**src/rtl/imod_pkg.sv**
```systemverilog
package imod_pkg;
  localparam int NUM_TMR   = 2;
  localparam int TMR_BURST = 0;
  localparam int TMR_IDLE  = 1;
  localparam int CTL_CLR   = 0;
  localparam int CTL_EN    = 1;
  localparam int CTL_SEL   = 2;

  typedef struct packed {
    logic en;
    logic tick_sel;
  } tmr_ctl_t;
endpackage

```
**src/rtl/imod_regs.sv**
```systemverilog
module imod_regs
  import imod_pkg::*;
#(
  parameter int CNT_W = 16
) (
  input  logic             clk_i,
  input  logic             rst_ni,
  input  logic             we_i,
  input  logic [1:0]       addr_i,
  input  logic [CNT_W-1:0] wdata_i,
  output tmr_ctl_t         ctl_o    [NUM_TMR],
  output logic [CNT_W-1:0] thr_o    [NUM_TMR],
  output logic             clr_wr_o [NUM_TMR]
);
  for (genvar g = 0; g < NUM_TMR; g++) begin : g_tmr
    localparam logic [1:0] CTL_ADDR = 2'(2 * g);
    localparam logic [1:0] THR_ADDR = 2'(2 * g + 1);
    logic ctl_wr, thr_wr;

    assign ctl_wr         = we_i && (addr_i == CTL_ADDR);
    assign thr_wr         = we_i && (addr_i == THR_ADDR);
    assign clr_wr_o[g]    = ctl_wr && wdata_i[CTL_CLR];

    always_ff @(posedge clk_i or negedge rst_ni) begin
      if (!rst_ni) begin
        ctl_o[g] <= '0;
        thr_o[g] <= '0;
      end else begin
        if (ctl_wr) begin
          if (wdata_i[CTL_CLR]) ctl_o[g] <= '0;
          else begin
            ctl_o[g].en       <= wdata_i[CTL_EN];
            ctl_o[g].tick_sel <= wdata_i[CTL_SEL];
          end
        end
        if (thr_wr) thr_o[g] <= wdata_i;
      end
    end
  end
endmodule

```
**src/rtl/imod_timer.sv**
```systemverilog
module imod_timer
  import imod_pkg::*;
#(
  parameter int CNT_W          = 16,
  parameter bit RESTART_ON_EVT = 1'b0
) (
  input  logic             clk_i,
  input  logic             rst_ni,
  input  tmr_ctl_t         ctl_i,
  input  logic [CNT_W-1:0] thr_i,
  input  logic             tick_i,
  input  logic             pending_i,
  input  logic             event_i,
  input  logic             clr_i,
  output logic             fire_o
);
  logic [CNT_W-1:0] cnt_q;
  logic             step;
  logic             restart;
  logic [CNT_W:0]   cnt_inc;

  assign step    = ctl_i.tick_sel ? tick_i : 1'b1;
  assign cnt_inc = {1'b0, cnt_q} + 1'b1;

  // idle variant restarts on each completion; burst variant ignores them
  if (RESTART_ON_EVT) begin : g_idle
    assign restart = event_i;
  end else begin : g_burst
    assign restart = 1'b0;
  end

  assign fire_o = ctl_i.en && pending_i && step && !restart &&
                  (cnt_inc >= {1'b0, thr_i});

  always_ff @(posedge clk_i or negedge rst_ni) begin
    if (!rst_ni)                                      cnt_q <= '0;
    else if (clr_i || !ctl_i.en || !pending_i || restart) cnt_q <= '0;
    else if (step && !(&cnt_q))                       cnt_q <= cnt_q + 1'b1;
  end
endmodule

```
**src/rtl/imod_core.sv**
```systemverilog
module imod_core
  import imod_pkg::*;
#(
  parameter int CNT_W = 16
) (
  input  logic             clk_i,
  input  logic             rst_ni,
  input  logic             cfg_we_i,
  input  logic [1:0]       cfg_addr_i,
  input  logic [CNT_W-1:0] cfg_wdata_i,
  input  logic             done_raw_i,
  input  logic             tick_us_i,
  input  logic             hi_thr_i,
  output logic             done_o,
  output logic             ovf_risk_o
);
  tmr_ctl_t         ctl    [NUM_TMR];
  logic [CNT_W-1:0] thr    [NUM_TMR];
  logic             clr_wr [NUM_TMR];
  logic [NUM_TMR-1:0] fire_v;
  logic             fire, mod_off, pending_q;

  imod_regs #(.CNT_W(CNT_W)) u_regs (
    .clk_i    (clk_i),
    .rst_ni   (rst_ni),
    .we_i     (cfg_we_i),
    .addr_i   (cfg_addr_i),
    .wdata_i  (cfg_wdata_i),
    .ctl_o    (ctl),
    .thr_o    (thr),
    .clr_wr_o (clr_wr)
  );

  for (genvar g = 0; g < NUM_TMR; g++) begin : g_tmr
    imod_timer #(
      .CNT_W          (CNT_W),
      .RESTART_ON_EVT (g == TMR_IDLE)
    ) u_tmr (
      .clk_i     (clk_i),
      .rst_ni    (rst_ni),
      .ctl_i     (ctl[g]),
      .thr_i     (thr[g]),
      .tick_i    (tick_us_i),
      .pending_i (pending_q),
      .event_i   (done_raw_i),
      .clr_i     (clr_wr[g] || fire),
      .fire_o    (fire_v[g])
    );
  end

  assign fire    = |fire_v;
  assign mod_off = !ctl[TMR_BURST].en && !ctl[TMR_IDLE].en;

  // all outputs and pending state low out of reset
  always_ff @(posedge clk_i or negedge rst_ni) begin
    if (!rst_ni) begin
      pending_q  <= 1'b0;
      done_o     <= 1'b0;
      ovf_risk_o <= 1'b0;
    end else begin
      ovf_risk_o <= hi_thr_i;
      if (mod_off) begin
        done_o    <= done_raw_i || pending_q;  // pass-through and flush
        pending_q <= 1'b0;
      end else begin
        done_o    <= fire;
        pending_q <= fire ? done_raw_i : (pending_q || done_raw_i);
      end
    end
  end
endmodule

```
**config.mk**
```make
export PLATFORM = sky130hd
export DESIGN_NAME = imod_core
export DESIGN_NICKNAME = d
export VERILOG_FILES = /design/src/rtl/imod_pkg.sv /design/src/rtl/imod_regs.sv /design/src/rtl/imod_timer.sv /design/src/rtl/imod_core.sv
export SDC_FILE = /design/constraint.sdc
export NUM_CORES = 1
export LEC_CHECK = 0
export BUFFER_PORTS_ARGS = -buffer_cell sky130_fd_sc_hd__buf_2
export CAP_MARGIN = 20
export CORE_MARGIN = 4
export CORE_UTILIZATION = 60
export DETAILED_ROUTE_END_ITERATION = 12
export GPL_ROUTABILITY_DRIVEN = 0
export HOLD_SLACK_MARGIN = 0.12
export MAX_ROUTING_LAYER = met4
export PLACE_DENSITY = 0.79
export SLEW_MARGIN = 5
export SYNTH_ARGS = -nofsm -noshare
export SYNTH_HDL_FRONTEND = slang
export SYNTH_SLANG_ARGS = --single-unit
```
**constraint.sdc**
```tcl
create_clock -name clk_i -period 4.9 [get_ports clk_i]
set_input_delay 1.47 -clock clk_i [delete_from_list [all_inputs] [get_ports clk_i]]
set_output_delay 1.47 -clock clk_i [all_outputs]
set_load 0.05 [all_outputs]
```
==> results.md, run 1 <==
- After synthesis, the most frequently instantiated cells are dfrtp_1, nor2_1, xnor2_1.
- Counting instances, the worst hold path has a depth of 2.
- The worst hold path terminates at u_regs.ctl_o[0].
- The number of synthesis warnings is 0.
- The number of flip-flops and latches in the synthesized netlist is 71.
- The area occupied by registers is 1780 µm².
- Synthesis produced a netlist whose cell count is 430.
- In this run the power density over the cells is 293 nW/µm².
- In this run the worst path has a maximum fanout of 16.
- The clock root buffer is clkbuf_8.
- The adder and majority gate portion of the synthesized area is 9.82%.
- The TritonCTS buffer count is 9.
- Once detail routing completed, the nets flagged for antenna violations numbered 0.
- After detailed routing, no signal wire sits above met4.
- Derived from the worst setup path, the maximum achievable clock frequency is 254 MHz.
- In this run the tool buffered the top-level ports with 25 buffer cells.
- The number of global-route vias before repair is 3180.
- The class of the tightest hold or removal check is flip-flop to flip-flop.
- The final-report hold violation count is 0.
- The worst hold margin is 0.508 ns.
- The smallest clock period supported by the final layout is computed as 3.94 ns.
- The row count is 30.
- The die is 93.0 µm wide.
- The count of flip-flops with a built-in enable after synthesis is 0.
- Setup repair after global routing left no endpoint under its margin.
- Data on the critical path arrives at its endpoint at 4.19 ns.
- Adding up every negative setup slack in the final design gives 0 ns.
- The maximum vdd drop is 0.000227 V.
- Summed over all layers, the global routing overflow is 0.
- In the routed layout, each cell is associated on average with a via count of 5.57.
- The wire length the detailed router placed on met1 is 3970 µm.
- The switching part of the total is 28.3%.
- The final critical path takes up 80.3% of the cycle.
- The number of gates given a new drive strength after cts is 0.
- The global-route wire length before repair is 15200 µm.
- In this run the critical register-to-register path is captured at g_tmr[1].u_tmr.cnt_q[14].
- After detailed routing, the average wire length per cell comes to 15.8 µm.
- The clock latency reported for the late side of the worst-skew pair is 0.35 ns.
- In the synthesized netlist the async set-or-reset flop fraction comes to 100%.
- The type of origin of the critical path is a flip-flop.
- The average size of a mapped cell is 10.1 µm².
- The post-CTS clock slew at the launch and capture registers of the worst setup and hold paths is 0.08 ns.
- The total area inside the core boundary comes to 6910 µm².
- Summed over all layers, the routed wires come to 8840 µm.
- The wire-length estimate of the detail-placed layout is 6740 µm.
- The initial DRC count is 164.
- For this run, the detailed router's first-pass iteration total came to 4.
- The setup check on the worst reg-to-reg path leaves a slack of 0.96 ns.
- In this run the power spent charging and discharging nets is 0.000391 W.
- The number of distinct library cell variants in the gate-level netlist after synthesis is 42.
- Across the run, the number of max-cap violations was 0.
- The share of synthesized cell area in and, or, nand and nor gates is 18.0%.
- After synthesis, the largest family of logic cells by area is simple AND/OR/NAND/NOR gates.
- After synthesis, flip-flops and latches occupy 41.0% of the total area.
- The clock power share is 34.4%.
- The initial cell density of the core is 62.7%.
- Detailed routing placed a total of 423 µm of wire on met3.
- Setup violations remaining at the end of the flow were counted as 0.
- Ranked by total cell area, the synthesized netlist is headed by dfrtp_1, ha_1, mux2_2.
- The compound-gate portion of the synthesized area is 6.21%.
- The transition time at the pin with the least slew margin is 0.905 ns.
- dfrtp_1 is the most common cell in the netlist.
- The xor-xnor portion of the synthesized cell area is 11.3%.
- Counting every net in the synthesized netlist gives 488.
- TritonCTS built the clock tree.
- Detailed routing inserted a total of 3121 vias.
- The area of the multi-input gates is 2360 µm².
- Post-CTS timing repair inserted 0 buffers for setup.
- Sequential cells burn 49.3% of the power.
- The initial antenna violation count was 0.
- Summed over all cells, the static leakage comes to 2.27 nW.
- The count of antenna diodes in the layout is 0.
- The number of clock sinks is 71.
- The full die area is 8640 µm².
- The worst register-to-register path begins at g_tmr[1].u_tmr.cnt_q[0].
- The number of primary I/O pins is 26.
- The total global-route track usage is 23.3%.
- Counting along the longest clock path gives a buffer depth of 2.
- In this run, the combinational gates consume 16.4% of the power.
- The proportion of netlist area held by the largest area contributor is 41.0%.
- The share of layout cells above drive strength 1 is 22.2%.
- The sort of element at the end of the critical path is a flip-flop.
- Across the routed clock network, the largest skew measured is 0.00908 ns.
- The number of DRC violations after detailed routing is 0.
- The flow ran to the end, and the final reports show no timing, DRC or antenna violations.
- The floorplan step set the die height to 93.0 µm.
- The worst hold path begins at u_regs.ctl_o[0].
- The internal cell power is 0.000992 W.
- The post-synthesis cell type with the largest combined area is dfrtp_1.
- The critical path data required time is 5.16 ns.
- For this run, the post-layout net count is 517.
- The area growth from synthesis to layout is 8.95%.
- The type of the worst setup path is flip-flop to flip-flop.
- Entering global routing, the biggest net connects 38 pins.
- The synthesized netlist occupies a cell area of 4330 µm².
- The count of hold-fix buffers inserted at cts is 0.
- The H-tree generated during clock tree synthesis spans 3 levels.
- The worst register-to-register path has a depth of 14.
- In the synthesized netlist the dominant register cell turns out to be dfrtp_1.
- The amount of wire on met2 after detailed routing is 4290 µm.
- In the synthesized netlist, mux cells make up 9.01% of the area.
- The count of pins over their slew limit is 0.
- The normalized max-slew margin is 39.5%.
- The number of filler cells placed in the layout is 569.
## registers in the layout, summed over array words and instances (netlist names)
name,flops
u_regs.thr_o,32
done_o,1
u_regs.ctl_o,4
ovf_risk_o,1
g_tmr.u_tmr.cnt_q,32
pending_q,1
## area by class of cell
cell class / count / area share [%]
inverters: 34 / 2.70
well taps: 96 / 2.55
clock inverters: 5 / 1.22
multi-input cells: 316 / 49.9
clock buffers: 11 / 3.00
flip-flops and latches: 71 / 37.6
repair buffers: 27 / 2.97
## critical path, stage by stage (launching register included)
cell,delay [ns]
dfrtp_1,0.42
ha_1,0.24
nand3_2,0.13
or4_1,0.70
nor2_1,0.21
and3_1,0.25
xor2_1,0.18
ha_1,0.27
a21o_1,0.17
a21oi_1,0.14
o41a_1,0.20
o21ai_1,0.10
o21ai_2,0.28
nand3_4,0.28
nor3_1,0.27
## worst max-delay path by stage
stage / start / endpoint / slack (ns) / depth (start not counted)
CTS: g_tmr[1].u_tmr.cnt_q[0] / g_tmr[1].u_tmr.cnt_q[14] / 0.99 / 14
detailed placement: g_tmr[1].u_tmr.cnt_q[0] / g_tmr[1].u_tmr.cnt_q[14] / 0.98 / 14
finish: g_tmr[1].u_tmr.cnt_q[0] / g_tmr[1].u_tmr.cnt_q[14] / 0.96 / 14
floorplan: g_tmr[1].u_tmr.cnt_q[0] / g_tmr[1].u_tmr.cnt_q[9] / 1.49 / 16
global placement: g_tmr[1].u_tmr.cnt_q[0] / g_tmr[1].u_tmr.cnt_q[14] / 1.23 / 14
global route: g_tmr[1].u_tmr.cnt_q[0] / g_tmr[1].u_tmr.cnt_q[14] / 0.66 / 14
## logic make-up (layout without fill, tap and decap cells)
group,after synthesis,count (layout)
and+or+nand+nor,152,152
DFF,71,71
xor gates and xnor gates,56,56
buffers and inverters,43,77
AOI/OAI and AO/OA,39,39
muxes,35,35
adders and majority gates,34,34
## cells in the final DEF (no fill, tap or decap), drive strengths merged, types with 17 or more instances in the layout
cell	netlist	final
buf	4	27
inv	34	34
dfrtp	71	71
a21oi	17	17
xor2	19	19
xnor2	37	37
nor2	59	59
nand3	22	22
mux2	32	32
ha	34	34
nand2	31	31
## layer usage
metal,up-vias,GRT usage (%)
met5,-,-
met4,0,7.69
met3,16,5.04
met2,64,36.5
met1,1535,30.2
li1,1506,-
## per-stage QoR
stage	area [µm²]	instances	power [W]	utilization, %	setup slack, ns
after CTS	4720	560	0.00139	68.3	0.987
final	4720	560	0.00138	68.3	0.964
after global placement	4520	544	0.000904	65.5	1.23
after floorplan	4330	430	0.000844	-	1.49
after detailed placement	4520	544	0.000918	65.5	0.980
after global routing	4720	560	0.00146	68.3	0.660
## power by group through the flow
stage | sequential (W) | combinational, W | clock [W]
after floorplan | 0.000690 | 0.000154 | 0
after global placement | 0.000689 | 0.000215 | 0
after detailed placement | 0.000693 | 0.000225 | 0
after CTS | 0.000682 | 0.000229 | 0.000484
after global routing | 0.000690 | 0.000256 | 0.000510
final | 0.000681 | 0.000226 | 0.000475
Power figures use the tool's default switching activity.
==> inputs of run 2 (changes only) <==
Settings changed: CORE_UTILIZATION 60 to 55, PLACE_DENSITY 0.79 to 0.76.
Clock period 4.9 ns to 3.6 ns, I/O delays scaled along.
==> run 2 against run 1 <==
Combinational power rose by 38%. Clock-buffer cell count is the same. Utilization is 4.4 points lower. Sequential power grew 36%. Flip-flop and latch count unchanged. Via count fell by 2.6%. Clock skew is 0.00053 ns higher. Setup slack lost 0.78 ns. First-iteration DRC count down 55%. Non-clock buffer count grew 13. Critical path type unchanged. Critical endpoint is now g_tmr[1].u_tmr.cnt_q[10]. Largest cell class unchanged. Highest routed layer unchanged.
==> results.md, run 2 (synthesized netlist as in run 1, its figures left out) <==
- The sort of element at the end of the critical path is a flip-flop.
- The worst register-to-register path begins at g_tmr[1].u_tmr.cnt_q[1].
- Measured along the x axis, the die boundary spans 96.7 µm.
- The power per standard cell area is 400 nW/µm².
- The initial utilization of the core area, before any placement, comes to 56.3%.
- In the final routed layout, each cell accounts on average for 14.2 µm.
- Before antenna repair, the detailed router went through 4 iterations.
- The share of the core filled with cells in the final layout is 63.9%.
- The switching part of the total is 26.5%.
- The endpoint arrival time on the critical path is 3.69 ns.
- The number of antenna-violating nets in the routed design is 0.
- Combinational logic is responsible for 15.8% of the overall power.
- The pin count of the biggest net entering global routing is 46.
- For the worst-skew pair, the clock arrives at the later sink with an insertion delay of 0.34 ns.
- The number of vias per cell is 5.25.
- The reported net switching power is 0.000521 W.
- For this run, design rule violations remaining after detail routing come to 0.
- The clock passes through at most 2 buffers.
- The final-report hold violation count was 0.
- The wire-length estimate of the detail-placed layout is 6180 µm.
- The clock power share is 37.3%.
- The maximum fanout along the worst path is 5.
- The share of layout cells above drive strength 1 is 25.4%.
- In the global route stage, overall resource usage came out at 19.6%.
- The number of filler cells placed in the layout is 646.
- The flow ran to the end, and the final reports show no timing, DRC or antenna violations.
- Across the run, the number of max-cap violations was 0.
- For this block, the routed nets add up to 8240 µm of wire.
- The type of origin of the critical path is a flip-flop.
- The TritonCTS buffer count is 9.
- The area inside the core boundary is 7690 µm².
- The detailed router placed 3041 vias in this run.
- The initial antenna violation count is 0.
- Measured against its own limit, the worst slew margin works out to 39.7%.
- The initial DRC count is 74.
- Global routing finished with a remaining overflow of 0.
- The internal cell power is 0.00145 W.
- The die is 96.7 µm tall.
- For the final database, setup skew stands at 0.00961 ns.
- The post-route fraction of the period consumed by the critical path is 94.8%.
- The row count is 32.
- The time the worst path needs with I/O delays and setup is 3.41 ns.
- The clock root buffer is clkbuf_8.
- Sequential cells account for 46.9% of the total power.
- The clock tree synthesis step divided the H-tree into 3 levels.
- The startpoint of the worst hold path is u_regs.ctl_o[0].
- In the layout the commonest cells are dfrtp_1, nor2_1, xnor2_1.
- The origin of the worst setup path is g_tmr[1].u_tmr.cnt_q[1].
- The first global-routing pass estimated 14500 µm of wire.
- The count of hold-fix buffers inserted at cts is 0.
- The count of pins over their slew limit is 0.
- Leaving out fill and tap cells, the most frequent cell in the layout is dfrtp_1.
- Derived from the worst setup path, the maximum achievable clock frequency is 293 MHz.
- The area growth from synthesis to layout is 13.5%.
- The type of the worst setup path is flip-flop to flip-flop.
- The TritonCTS clock tree is done.
- For this design the static power due to leakage is 2.36 nW.
- Setup violations remaining at the end of the flow were counted as 0.
- The count of antenna diodes in the layout is 0.
- The transition time at the pin with the least slew margin is 0.901 ns.
- Buffers placed on the I/O ports in this run total 25.
- In the final layout, the registers with the most flip-flops are g_tmr.u_tmr.cnt_q: 32 flops, u_regs.thr_o: 32 flops, u_regs.ctl_o: 4 flops.
- The number of global-route vias before repair was 3085.
- The tree built by TritonCTS fans out to 71 sinks.
- The count of cells in the finished layout, fillers not included, comes to 579.
- The post-CTS clock slew at the launch and capture registers of the worst setup and hold paths is 0.08 ns.
- After detailed placement, the design holds a cell count of 555.
- The die covers 9360 µm².
- 26 I/O pins were placed.
- The final total negative setup slack is 0 ns.
- The class of the tightest hold or removal check is flip-flop to flip-flop.
- The number of nets in the final layout is 530.
- Across the VDD grid, the largest voltage drop is 0.000215 V.
- At the worst endpoint, the required time is 3.88 ns.
run 2: final timing paths:
| kind | end | slack [ns] | cells past startpoint |
|---|---|---|---|
| worst max-delay path | g_tmr[1].u_tmr.cnt_q[10] | 0.19 | 16 |
| worst min-delay path | u_regs.ctl_o[0] | 0.50 | 2 |
| worst max register to register | g_tmr[1].u_tmr.cnt_q[10] | 0.19 | 16 |
| worst min register to register | u_regs.ctl_o[0] | 0.50 | 2 |
| max in group asynchronous | u_regs.ctl_o[1] | 2.27 | 3 |
| min in group asynchronous | u_regs.thr_o[27] | 0.56 | 1 |
run 2: timing repair:
item / CTS / global route
resized for setup: 0 / 5
buffers inserted: 5 / 2
pin swaps: 2 / 1
endpoints found under the setup margin: 24 / 34
run 2: layout make-up:
type | count | area (µm²) | share of cell area [%]
flip-flops and latches | 71 | 1780 | 36.1
multi-input cells | 316 | 2380 | 48.4
clock buffers | 11 | 151 | 3.08
well taps | 102 | 128 | 2.60
repair buffers | 40 | 275 | 5.60
clock inverters | 5 | 80.1 | 1.63
inverters | 34 | 128 | 2.60
run 2: layer usage:
metal | track usage, % | up-vias | wire, µm
met5 | - | - | 0
met4 | 6.59 | 0 | 139
met3 | 2.96 | 13 | 210
met2 | 30.9 | 31 | 4040
met1 | 25.9 | 1469 | 3850
li1 | - | 1528 | -
run 2: through the flow:
step	worst slack [ns]	instance area, µm²	total power (W)	hold WS (ns)
3_5_place_dp	-0.0661	4570	0.00124	0.476
3_3_place_gp	0.135	4570	0.00123	0.467
6_report	0.187	4920	0.00197	0.495
5_1_grt	-0.0109	4920	0.00207	0.525
2_1_floorplan	0.187	4330	0.00115	0.451
4_1_cts	0.0191	4860	0.00198	0.493
run 2: power groups by stage:
| stage | clock [W] | sequential [W] | combinational, W |
|---|---|---|---|
| after floorplan | 0 | 0.000939 | 0.000209 |
| after detailed placement | 0 | 0.000939 | 0.000302 |
| after global placement | 0 | 0.000934 | 0.000292 |
| final | 0.000733 | 0.000923 | 0.000311 |
| after CTS | 0.000743 | 0.000923 | 0.000314 |
| after global routing | 0.000777 | 0.000934 | 0.000359 |
run 2: worst max-delay path: stages (launching register included):
cell and delay, ns:
dfrtp_1 0.41, ha_4 0.17, nand3_2 0.12, or4_4 0.57
nor2_2 0.16, and3_1 0.22, xor2_1 0.17, ha_1 0.26
a21o_1 0.16, a21oi_1 0.15, o41a_1 0.19, o21ai_1 0.10
o21ai_2 0.13, buf_4 0.16, nand3_4 0.11, buf_4 0.17
nor2_2 0.10
==> inputs of run 3 (changes only) <==
Settings changed: BUFFER_PORTS_ARGS -buffer_cell sky130_fd_sc_hd__buf_2 to not set, CORE_UTILIZATION 55 to 58, DONT_BUFFER_PORTS set to 1.
==> run 3 against run 2 <==
Critical path depth stayed put. First-iteration DRC count is 31% higher. Final cell count is 6.0% lower. Wire length is 3.5% higher. Hold slack worse by 0.079 ns. Combinational power is 17% lower. Die area is 4.7% lower. Clock-buffer cell count is 2 lower. Sequential share of layout area is 1.7 points higher. Total power is 3.3% lower. Critical endpoint is now g_tmr[0].u_tmr.cnt_q[8]. Largest power group unchanged.
==> results.md, run 3 (synthesized netlist as in run 1, its figures left out) <==
- The number of global-route vias before repair is 3075.
- The overall routed net length is 8530 µm.
- At the later pin of the worst-skew pair, clock insertion delay measures 0.35 ns.
- The area inside the core boundary is 7250 µm².
- The first global-routing pass estimated 14100 µm of wire.
- The initial DRC count is 97.
- The finished cells cover 4690 µm².
- The first detailed-routing pass ran for 4 iterations.
- The post-CTS clock slew at the launch and capture registers of the worst setup and hold paths is 0.08 ns.
- The amount of wire on met2 after detailed routing is 4190 µm.
- The floorplan step set the die width to 94.4 µm.
- The clock passes through at most 2 buffers.
- Among the stages of the critical path, the cell type that occurs most often is a21oi_1.
- The row count is 31.
- Across the VDD grid, the largest voltage drop is 0.000188 V.
- After the last flow step, the layout net total stands at 498.
- The leakage power is 2.20 nW.
- The worst setup path is launched from a flip-flop.
- In this design, the stage delay of the slowest critical-path cell is 0.57 ns.
- The total global-route track usage is 21.4%.
- On the critical path, the stage with the largest delay is an instance of or4_1.
- For this design, the sink count on the clock tree is 71.
- Of all nets on the critical path, the largest fanout is 16.
- The share of the core filled with cells in the final layout is 64.7%.
- Dividing the final minimum period by the clock period gives 96.9%.
- The TritonCTS buffer count is 9.
- The die covers 8920 µm².
- From bottom edge to top edge, the die measures 94.4 µm.
- The TritonCTS clock tree is done.
- The time the worst path needs with I/O delays and setup is 3.49 ns.
- The share of layout cells above drive strength 1 is 20.2%.
- The max capacitance violation total is 0.
- The transition time at the pin with the least slew margin is 0.910 ns.
- The overall overflow remaining after global route is 0.
- In this run the tool buffered the top-level ports with 0 buffer cells.
- The class of the tightest hold or removal check is input pin to async pin.
- The power per standard cell area is 406 nW/µm².
- The run finished with clean final reports.
- The count of hold-fix buffers inserted at cts is 0.
- STA classifies the critical path endpoint as a flip-flop.
- Headroom to the max-slew limit came out at 39.1%.
- The largest registers in the layout are g_tmr.u_tmr.cnt_q: 32 flops, u_regs.thr_o: 32 flops, u_regs.ctl_o: 4 flops.
- Detailed placement ended at an HPWL of 6310 µm.
- The count of antenna diodes in the layout is 0.
- The initial antenna violation count is 0.
- The critical path data required time is 3.87 ns.
- After detailed routing, the number of remaining DRC violations is 0.
- The library cells used most frequently in the layout, excluding fill and tap cells, are dfrtp_1, xnor2_1, nor2_1.
- Once detail routing completed, the nets flagged for antenna violations numbered 0.
- The final-report hold violation count is 0.
- Entering global routing, the biggest net connects 72 pins.
- The initial utilization of the core area, before any placement, comes to 59.7%.
- In this run the clock root is driven by a clkbuf_8.
- The met3 wire length is 397 µm.
- The worst hold margin is 0.416 ns.
- Setup violations remaining at the end of the flow were counted as 0.
- The area growth from synthesis to layout is 8.35%.
- The number of primary I/O pins is 26.
- The register-to-register path setup slack is 0.11 ns.
- The library cell used most frequently in the layout, excluding fill and tap cells, is dfrtp_1.
- The wire length per cell after detailed routing is 15.7 µm.
- Dividing the detail-routed via count by the number of cells gives 5.52.
- Detailed routing inserted a total of 3004 vias.
- The H-tree generated during clock tree synthesis spans 3 levels.
- Summing all placed instances gives a cell area of 4410 µm².
- After routing, the total negative slack on setup checks comes to 0 ns.
- The type of the worst setup path is flip-flop to flip-flop.
- The signal on the critical path passes through ha_2 -> nand3_2 -> or4_1 -> nor2_2 -> and3_4 -> xor2_1 -> ha_1 -> a21o_1 -> a21oi_1 -> o41a_1 -> o21ai_1 -> o21ai_2 -> buf_4 -> nand3_4 -> buf_12 -> a21oi_1.
- The highest routing layer actually used is met4.
- Timing would allow up to 287 MHz.
- Between clock sinks in the finished design, the worst skew comes to 0.00645 ns.
- The count of pins over their slew limit is 0.
- The endpoint arrival time on the critical path is 3.76 ns.
- The wire length the detailed router placed on met1 is 3760 µm.
run 3: cell types whose count changed in the layout (fill, tap and decap cells not counted), moves of 2 or more:
cell and delta:
buf_4 -5, clkbuf_8 -2, buf_2 -25, clkinv_4 +2
buf_12 -2
run 3: repair_timing:
item                                    CTS  global route
pin swaps                                 2             1
gates resized for setup                   0             5
hold endpoints to repair                  0             0
setup buffers                             3             1
gates cloned                              0             0
endpoints found under the setup margin    3            32
run 3: layer usage:
layer	vias up	global-route usage, %
met2	42	34.4
li1	1462	-
met1	1485	25.7
met5	-	-
met4	0	9.63
met3	15	4.78
run 3: worst paths after layout:
check	start	end	cells past startpoint
min in group clk_i	u_regs.ctl_o[0]	u_regs.ctl_o[0]	2
worst min register to register	u_regs.ctl_o[0]	u_regs.ctl_o[0]	2
worst max register to register	g_tmr[1].u_tmr.cnt_q[0]	g_tmr[0].u_tmr.cnt_q[8]	16
max in group asynchronous	rst_ni	g_tmr[0].u_tmr.cnt_q[2]	0
worst min-delay path	rst_ni	u_regs.thr_o[27]	0
worst max-delay path	g_tmr[1].u_tmr.cnt_q[0]	g_tmr[0].u_tmr.cnt_q[8]	16
run 3: where the power goes:
group          internal (W)  switching (W)
sequential         0.000879      0.0000598
combinational      0.000124       0.000135
clock              0.000391       0.000315
total               0.00139       0.000509
run 3: final cells by class:
class	instances	area, µm²
Multi-Input combinational cell	316	2370
Timing Repair Buffer	8	72.6
Clock buffer	9	124
Sequential cell	71	1780
Inverter	34	128
Tap cell	99	124
Fill cell	599	2560
Clock inverter	7	97.6
run 3: per-stage QoR:
stage / cells / setup WS (ns) / total power (W)
6_report: 544 / 0.111 / 0.00190
5_1_grt: 544 / -0.0118 / 0.00200
4_1_cts: 543 / 0.0760 / 0.00192
3_5_place_dp: 524 / -0.0374 / 0.00121
3_3_place_gp: 524 / 0.101 / 0.00119
2_1_floorplan: 430 / 0.187 / 0.00115
run 3: critical path, delay by kind of cell, from the launching register on:
| family | cells | cell delay (ns) |
|---|---|---|
| simple gates | 5 | 1.11 |
| buf+inv | 2 | 0.32 |
| xor+xnor | 1 | 0.15 |
| compound gates | 6 | 0.88 |
| flops | 1 | 0.42 |
| fa+ha+maj | 2 | 0.51 |
